File: src/rtl/prbsTgPkg.sv
package prbsTgPkg;

  localparam int STATE_W = 23;
  localparam int NUM_PAT = 4;

  typedef struct packed {
    logic reseed;
    logic advance;
    logic stopped;
  } tgStrobe_t;

  function automatic int seqLen(input logic [1:0] sel);
    case (sel)
      2'd0:    return 11;
      2'd1:    return 15;
      2'd2:    return 20;
      default: return 23;
    endcase
  endfunction

  function automatic int seqTap(input logic [1:0] sel);
    case (sel)
      2'd0:    return 9;
      2'd1:    return 14;
      2'd2:    return 17;
      default: return 18;
    endcase
  endfunction

endpackage

File: src/rtl/prbsTgControl.sv
module prbsTgControl
  import prbsTgPkg::*;
(
  input  logic       clk,
  input  logic       rstN,
  input  logic       bitEn,
  input  logic       runCtl,
  input  logic [1:0] patSel,
  input  logic       framedEn,
  input  logic       e1Mode,
  input  logic       casMode,
  input  logic       frameBitStb,
  input  logic       ts0Stb,
  input  logic       ts16Stb,
  output tgStrobe_t  strobe
);

  logic       runQ;
  logic [1:0] selQ;
  logic       keepBit;
  logic       inserting;

  // positions owned by the framer in the current mode
  always_comb begin
    if (!framedEn)   keepBit = 1'b0;
    else if (e1Mode) keepBit = ts0Stb || (casMode && ts16Stb);
    else             keepBit = frameBitStb;
  end

  assign inserting = bitEn && runCtl;

  always_comb begin
    strobe.reseed  = inserting && (!runQ || (patSel != selQ));
    strobe.advance = inserting && !keepBit;
    strobe.stopped = bitEn && !runCtl;
  end

  always_ff @(posedge clk) begin
    if (!rstN) begin
      runQ <= 1'b0;
      selQ <= 2'd0;
    end else if (bitEn) begin
      runQ <= runCtl;
      selQ <= patSel;
    end
  end

endmodule

File: src/rtl/prbsTgDatapath.sv
module prbsTgDatapath
  import prbsTgPkg::*;
#(
  parameter int ZRUN_SHORT = 8,
  parameter int ZRUN_LONG  = 15
) (
  input  logic       clk,
  input  logic       rstN,
  input  logic       bitEn,
  input  tgStrobe_t  strobe,
  input  logic [1:0] patSel,
  input  logic       zeroLimEn,
  input  logic       dataIn,
  output logic       dataOut,
  output logic       dataValid
);

  localparam int CNT_W = $clog2(ZRUN_LONG + 1);
  localparam logic [CNT_W-1:0] CNT_MAX   = {CNT_W{1'b1}};
  localparam logic [CNT_W-1:0] LIM_SHORT = CNT_W'(ZRUN_SHORT - 1);
  localparam logic [CNT_W-1:0] LIM_LONG  = CNT_W'(ZRUN_LONG - 1);

  logic [STATE_W-1:0] lfsrState;
  logic [STATE_W-1:0] srcState;
  logic [STATE_W-1:0] candNext [NUM_PAT];
  logic               candOut  [NUM_PAT];
  logic [STATE_W-1:0] nextState;
  logic               patBit;
  logic               forceOne;
  logic               outBit;
  logic [CNT_W-1:0]   zeroCnt;
  logic [CNT_W-1:0]   zeroLim;

  assign srcState = strobe.reseed ? {STATE_W{1'b1}} : lfsrState;

  // one shift/feedback network per sequence length
  for (genvar g = 0; g < NUM_PAT; g++) begin : gPat
    localparam int LEN = seqLen(2'(g));
    localparam int TAP = seqTap(2'(g));
    logic fbBit;
    assign fbBit       = srcState[LEN-1] ^ srcState[TAP-1];
    assign candOut[g]  = srcState[LEN-1];
    assign candNext[g] = STATE_W'({srcState[LEN-2:0], fbBit});
  end

  assign patBit    = candOut[patSel];
  assign nextState = candNext[patSel];
  assign zeroLim   = patSel[1] ? LIM_LONG : LIM_SHORT;
  assign forceOne  = zeroLimEn && !patBit && (zeroCnt >= zeroLim);
  assign outBit    = patBit | forceOne;

  always_ff @(posedge clk) begin
    if (!rstN) begin
      lfsrState <= {STATE_W{1'b1}};
    end else if (strobe.advance) begin
      lfsrState <= nextState;
    end else if (strobe.reseed) begin
      lfsrState <= srcState;
    end
  end

  always_ff @(posedge clk) begin
    if (!rstN) begin
      zeroCnt <= '0;
    end else if (strobe.stopped) begin
      zeroCnt <= '0;
    end else if (strobe.advance) begin
      if (outBit)                 zeroCnt <= '0;
      else if (zeroCnt != CNT_MAX) zeroCnt <= zeroCnt + 1'b1;
    end else if (strobe.reseed) begin
      zeroCnt <= '0;
    end
  end

  always_ff @(posedge clk) begin
    if (!rstN) begin
      dataOut   <= 1'b0;
      dataValid <= 1'b0;
    end else begin
      dataValid <= bitEn;
      if (bitEn) dataOut <= strobe.advance ? outBit : dataIn;
    end
  end

endmodule

File: src/rtl/prbsTestGen.sv
module prbsTestGen
  import prbsTgPkg::*;
#(
  parameter int ZRUN_SHORT = 8,
  parameter int ZRUN_LONG  = 15
) (
  input  logic       clk,
  input  logic       rstN,
  input  logic       bitEn,
  input  logic [1:0] patSel,
  input  logic       zeroLimEn,
  input  logic       framedEn,
  input  logic       e1Mode,
  input  logic       casMode,
  input  logic       runCtl,
  input  logic       frameBitStb,
  input  logic       ts0Stb,
  input  logic       ts16Stb,
  input  logic       dataIn,
  output logic       dataOut,
  output logic       dataValid
);

  tgStrobe_t strobe;

  prbsTgControl uCtl (
    .clk        (clk),
    .rstN       (rstN),
    .bitEn      (bitEn),
    .runCtl     (runCtl),
    .patSel     (patSel),
    .framedEn   (framedEn),
    .e1Mode     (e1Mode),
    .casMode    (casMode),
    .frameBitStb(frameBitStb),
    .ts0Stb     (ts0Stb),
    .ts16Stb    (ts16Stb),
    .strobe     (strobe)
  );

  prbsTgDatapath #(
    .ZRUN_SHORT(ZRUN_SHORT),
    .ZRUN_LONG (ZRUN_LONG)
  ) uDp (
    .clk      (clk),
    .rstN     (rstN),
    .bitEn    (bitEn),
    .strobe   (strobe),
    .patSel   (patSel),
    .zeroLimEn(zeroLimEn),
    .dataIn   (dataIn),
    .dataOut  (dataOut),
    .dataValid(dataValid)
  );

endmodule

File: config.mk
export PLATFORM = sky130hd
export DESIGN_NAME = prbsTestGen
export DESIGN_NICKNAME = d
export VERILOG_FILES = /design/src/rtl/prbsTgPkg.sv /design/src/rtl/prbsTgControl.sv /design/src/rtl/prbsTgDatapath.sv /design/src/rtl/prbsTestGen.sv
export SDC_FILE = /design/constraint.sdc
export NUM_CORES = 1
export LEC_CHECK = 0
export ABC_AREA = 1
export BUFFER_PORTS_ARGS = -buffer_cell sky130_fd_sc_hd__buf_2
export CAP_MARGIN = 40
export CORE_MARGIN = 2
export CORE_UTILIZATION = 35
export DETAILED_ROUTE_END_ITERATION = 16
export PLACE_DENSITY_LB_ADDON = 0.12
export SYNTH_ARGS = -nofsm -noshare
export SYNTH_HDL_FRONTEND = slang
export SYNTH_SLANG_ARGS = --single-unit
export TNS_END_PERCENT = 10
File: constraint.sdc
create_clock -name clk -period 1.5 [get_ports clk]
set_input_delay 0.3 -clock clk [delete_from_list [all_inputs] [get_ports clk]]
set_output_delay 0.3 -clock clk [all_outputs]
set_load 0.1 [all_outputs]
==> results.sh <==
export IMPL_status="finished, violations left"
export IMPL_failed_checks="negative setup slack"
export IMPL_seqPwrFrac_pct=46.7
export IMPL_num_io_pins=16
export IMPL_cts_hold_fix_buffers=0
export IMPL_clk_latency_ps=290
export IMPL_worstMarginPinSlew_ps=485.2
export IMPL_setup_ws_ps=-105.3
export IMPL_hold_path_class="in -> reg"
export IMPL_cpMostUsedCell="nand2_2"
export IMPL_n_antenna_cell=0
export IMPL_drtPass1Iterations=5
export IMPL_cp_arrival_ps=1830
export IMPL_p_sw_mw=0.5825
export IMPL_power_frac_clock_pct=34.6
export IMPL_swShare_pct=29.63
export IMPL_yosys_area_top_type="dfxtp_1"
export IMPL_cts_sinks=32
export IMPL_antenna_found_initial=0
export IMPL_row_count=24
export IMPL_synth_avg_cell_area_um2=7.580
export IMPL_ant_nets=0
export IMPL_multi_input_area_um2=842.1
export IMPL_ys_ff_latch=32
export IMPL_drt_total_wl_um=3587
export IMPL_post_route_drc_count=0
export IMPL_synth_compound_area_share_pct=19.97
export IMPL_vias=1457
export IMPL_htreeDepth=2
export IMPL_synth_distinct_cells=32
export IMPL_power_leakage_nw=1.003
export IMPL_slowest_delay_ps=350
export IMPL_holdWs_ps=251.9
export IMPL_dieArea_um2=4989
export IMPL_drive_gt1_share_pct=36.61
export IMPL_cts_root_buffer="clkbuf_8"
export IMPL_yosys_warnings=0
export IMPL_syn_nets=222
export IMPL_synth_top_family_by_area="simple AND/OR/NAND/NOR gates"
export IMPL_synth_top_area_share_pct=41.22
export IMPL_yosysSeqAreaShare_pct=41.22
export IMPL_critical_path_class="reg -> reg"
export IMPL_cts_tree="built"
export IMPL_r2r_slack_ps=-110
export IMPL_cp_cell_sequence="inv_2, nand2_2, nand2_2, nor2_2, nand2_2, nand2_4, nand2_4, nand2_2, nand2_2, nor2_4, nand3_2, nand2_2, nand2_1, a21oi_1"
export IMPL_drv_cap=0
export IMPL_rsz0062_at_grt="true"
export IMPL_syn_inst=205
export IMPL_wl_per_cell_um=11.72
export IMPL_clk_transition_reported_paths_ps=80
export IMPL_max_slew_margin_pct=67.88
export IMPL_max_freq_mhz=622.9
export IMPL_ir_drop_mv=0.6265
export IMPL_seq_area_um2=643.1
export IMPL_grt_max_degree=14
export IMPL_combPwrFrac_pct=18.7
export IMPL_drv_slew=0
export IMPL_portBuffers=15
export IMPL_die_h_um=70.64
export IMPL_grt_usage_pct=15.86
export IMPL_nets=270
export IMPL_cts_made_buffers=5
export IMPL_p_per_area_nw_per_um2=944.2
export IMPL_clock_path_buffers=2
export IMPL_period_needed_ps=1605
export IMPL_post_route_period_util_pct=107.0
export IMPL_die_x_um=70.64
export IMPL_setup_violations=21
export IMPL_post_dp_hpwl_um=2659
export IMPL_syn_cell_area_um2=1554
export IMPL_finalHoldViolations=0
export IMPL_fillerInstances=442
export IMPL_drtIter0Drc=77
export IMPL_synth_simple_area_share_pct=26.01
export IMPL_synthMuxAreaShare_pct=0
export IMPL_final_util_pct=48.15
export IMPL_syn2layout_area_growth_pct=33.98
export IMPL_grt_pass1_wl_um=6265
export IMPL_via_per_inst=4.761
export IMPL_synthAdderAreaFrac_pct=2.415
export IMPL_critPathLaunchType="register"
export IMPL_start_util_pct=35.94
export IMPL_grt_pass1_vias=1340
export IMPL_end_kind="register"
export IMPL_crit_slowest_cell="dfxtp_2"
export IMPL_yosys_top_cells_area="dfxtp_1 (41%), nand2_1 (9.4%), inv_1 (6.3%), a221o_1 (5.8%), nor2_1 (5.1%)"
export IMPL_p_int_mw=1.383
export IMPL_crit_fanout=6
export IMPL_fin_worst_skew_ps=6.953
export IMPL_core_um2=4324
export IMPL_place_gp_congestion=0.8460
export IMPL_worstPathRequired_ps=1720
export IMPL_synth_xor_area_share_pct=0.5636
export IMPL_grt_overflow=0
## cell families after synthesis
family          count (synthesis)
simple gates                   88
flops                          32
compound gates                 43
fa+ha+maj                       3
xor+xnor                        1
buf+inv                        38
## layout by cell type, fill, tap and decap left out, types with 2 or more instances in the layout
cell type,count
or2_1,4
nand2_2,12
inv_1,23
nor2_2,2
or2_2,2
a221o_1,9
ha_1,2
nand3_1,7
dfxtp_2,2
o211ai_1,2
buf_2,15
nor2_1,19
o21ai_1,4
o21ai_0,8
a21oi_2,2
clkinvlp_4,2
clkbuf_8,5
o221ai_1,6
dfxtp_1,30
nand2_1,32
buf_4,30
inv_2,7
a21oi_1,7
nand3_2,2
buf_6,2
nand2_4,4
## final timing paths
check / endpoint / cells after the start / from
min: uDp.dataValid / 3 / rstN
max reg2reg: uDp.zeroCnt[2] / 14 / uCtl.selQ[1]
max: uDp.zeroCnt[2] / 14 / uCtl.selQ[1]
min reg2reg: uDp.dataOut / 2 / uDp.dataOut
## power groups by stage
stage / registers [mW] / clock network, mW / logic (mW)
6_report: 0.918 / 0.681 / 0.367
5_1_grt: 0.923 / 0.740 / 0.411
4_1_cts: 0.917 / 0.703 / 0.352
3_5_place_dp: 0.936 / 0 / 0.338
3_3_place_gp: 0.936 / 0 / 0.340
2_1_floorplan: 0.960 / 0 / 0.189
## critical path: cells and delay by family (launching register included)
family,cells,cell delay (ps)
simple gates,12,1020
flops,1,350
compound gates,1,120
buf+inv,1,40
## synth_stat cells
library cell  number
buf_2              2
or2_2              2
ha_1               3
xor2_1             1
nand2_4            1
o22ai_1            1
clkbuf_1           4
nand4_1            1
o211ai_1           2
nor2_4             1
a21oi_4            1
nor2_1            21
nand3_1            8
a221o_1            9
o21ai_0           12
nand2_1           39
a31oi_2            1
o21ai_1            1
inv_2              4
nand2_2            7
nand3b_1           1
a21oi_1            9
clkinv_1           1
o221ai_1           6
buf_6              1
or2_1              2
nand3_2            1
nor3_1             1
dfxtp_1           32
o21bai_1           1
or2_0              3
inv_1             26
## layer usage
metal  up-vias  share of wire [%]  global-route usage, %
met5         -                  0                      0
met4         0                1.6                  5.660
met3         7                3.8                  4.701
met2        22                 43                  23.48
met1       656                 52                  22.05
li1        772                  -                      -
## area by class of cell
type	count	area share (%)
clock inverter	3	1.142
timing repair buffer	47	15.50
sequential	32	30.89
multi-input combinational	136	40.44
clock buffer	5	3.305
tap	52	3.125
inverter	31	5.589
## sequential cells by signal (all words and copies together), names as in the netlist
name           count
uDp.dataValid      1
uDp.lfsrState     23
uDp.zeroCnt        4
uDp.dataOut        1
uCtl.selQ          2
uCtl.runQ          1
## per-stage QoR
| stage | setup TNS, ps | cells | setup WS [ps] | instance area, um2 | power (mW) |
|---|---|---|---|---|---|
| after global placement | -4667 | 294 | -227.1 | 1886 | 1.275 |
| after floorplan | -19.02 | 205 | -8.389 | 1565 | 1.149 |
| after CTS | -1026 | 304 | -83.02 | 2018 | 1.972 |
| after global routing | -3624 | 306 | -217.6 | 2082 | 2.074 |
| after detailed placement | -4926 | 294 | -256.3 | 1886 | 1.274 |
| final | -609.6 | 306 | -105.3 | 2082 | 1.966 |
## what timing repair did
item,in CTS,in global routing
resized for setup,11,18
buffers inserted,1,2
setup endpoints to repair,28,28
pin swaps,1,14
cloned,1,0
Power figures use the tool's default switching activity.
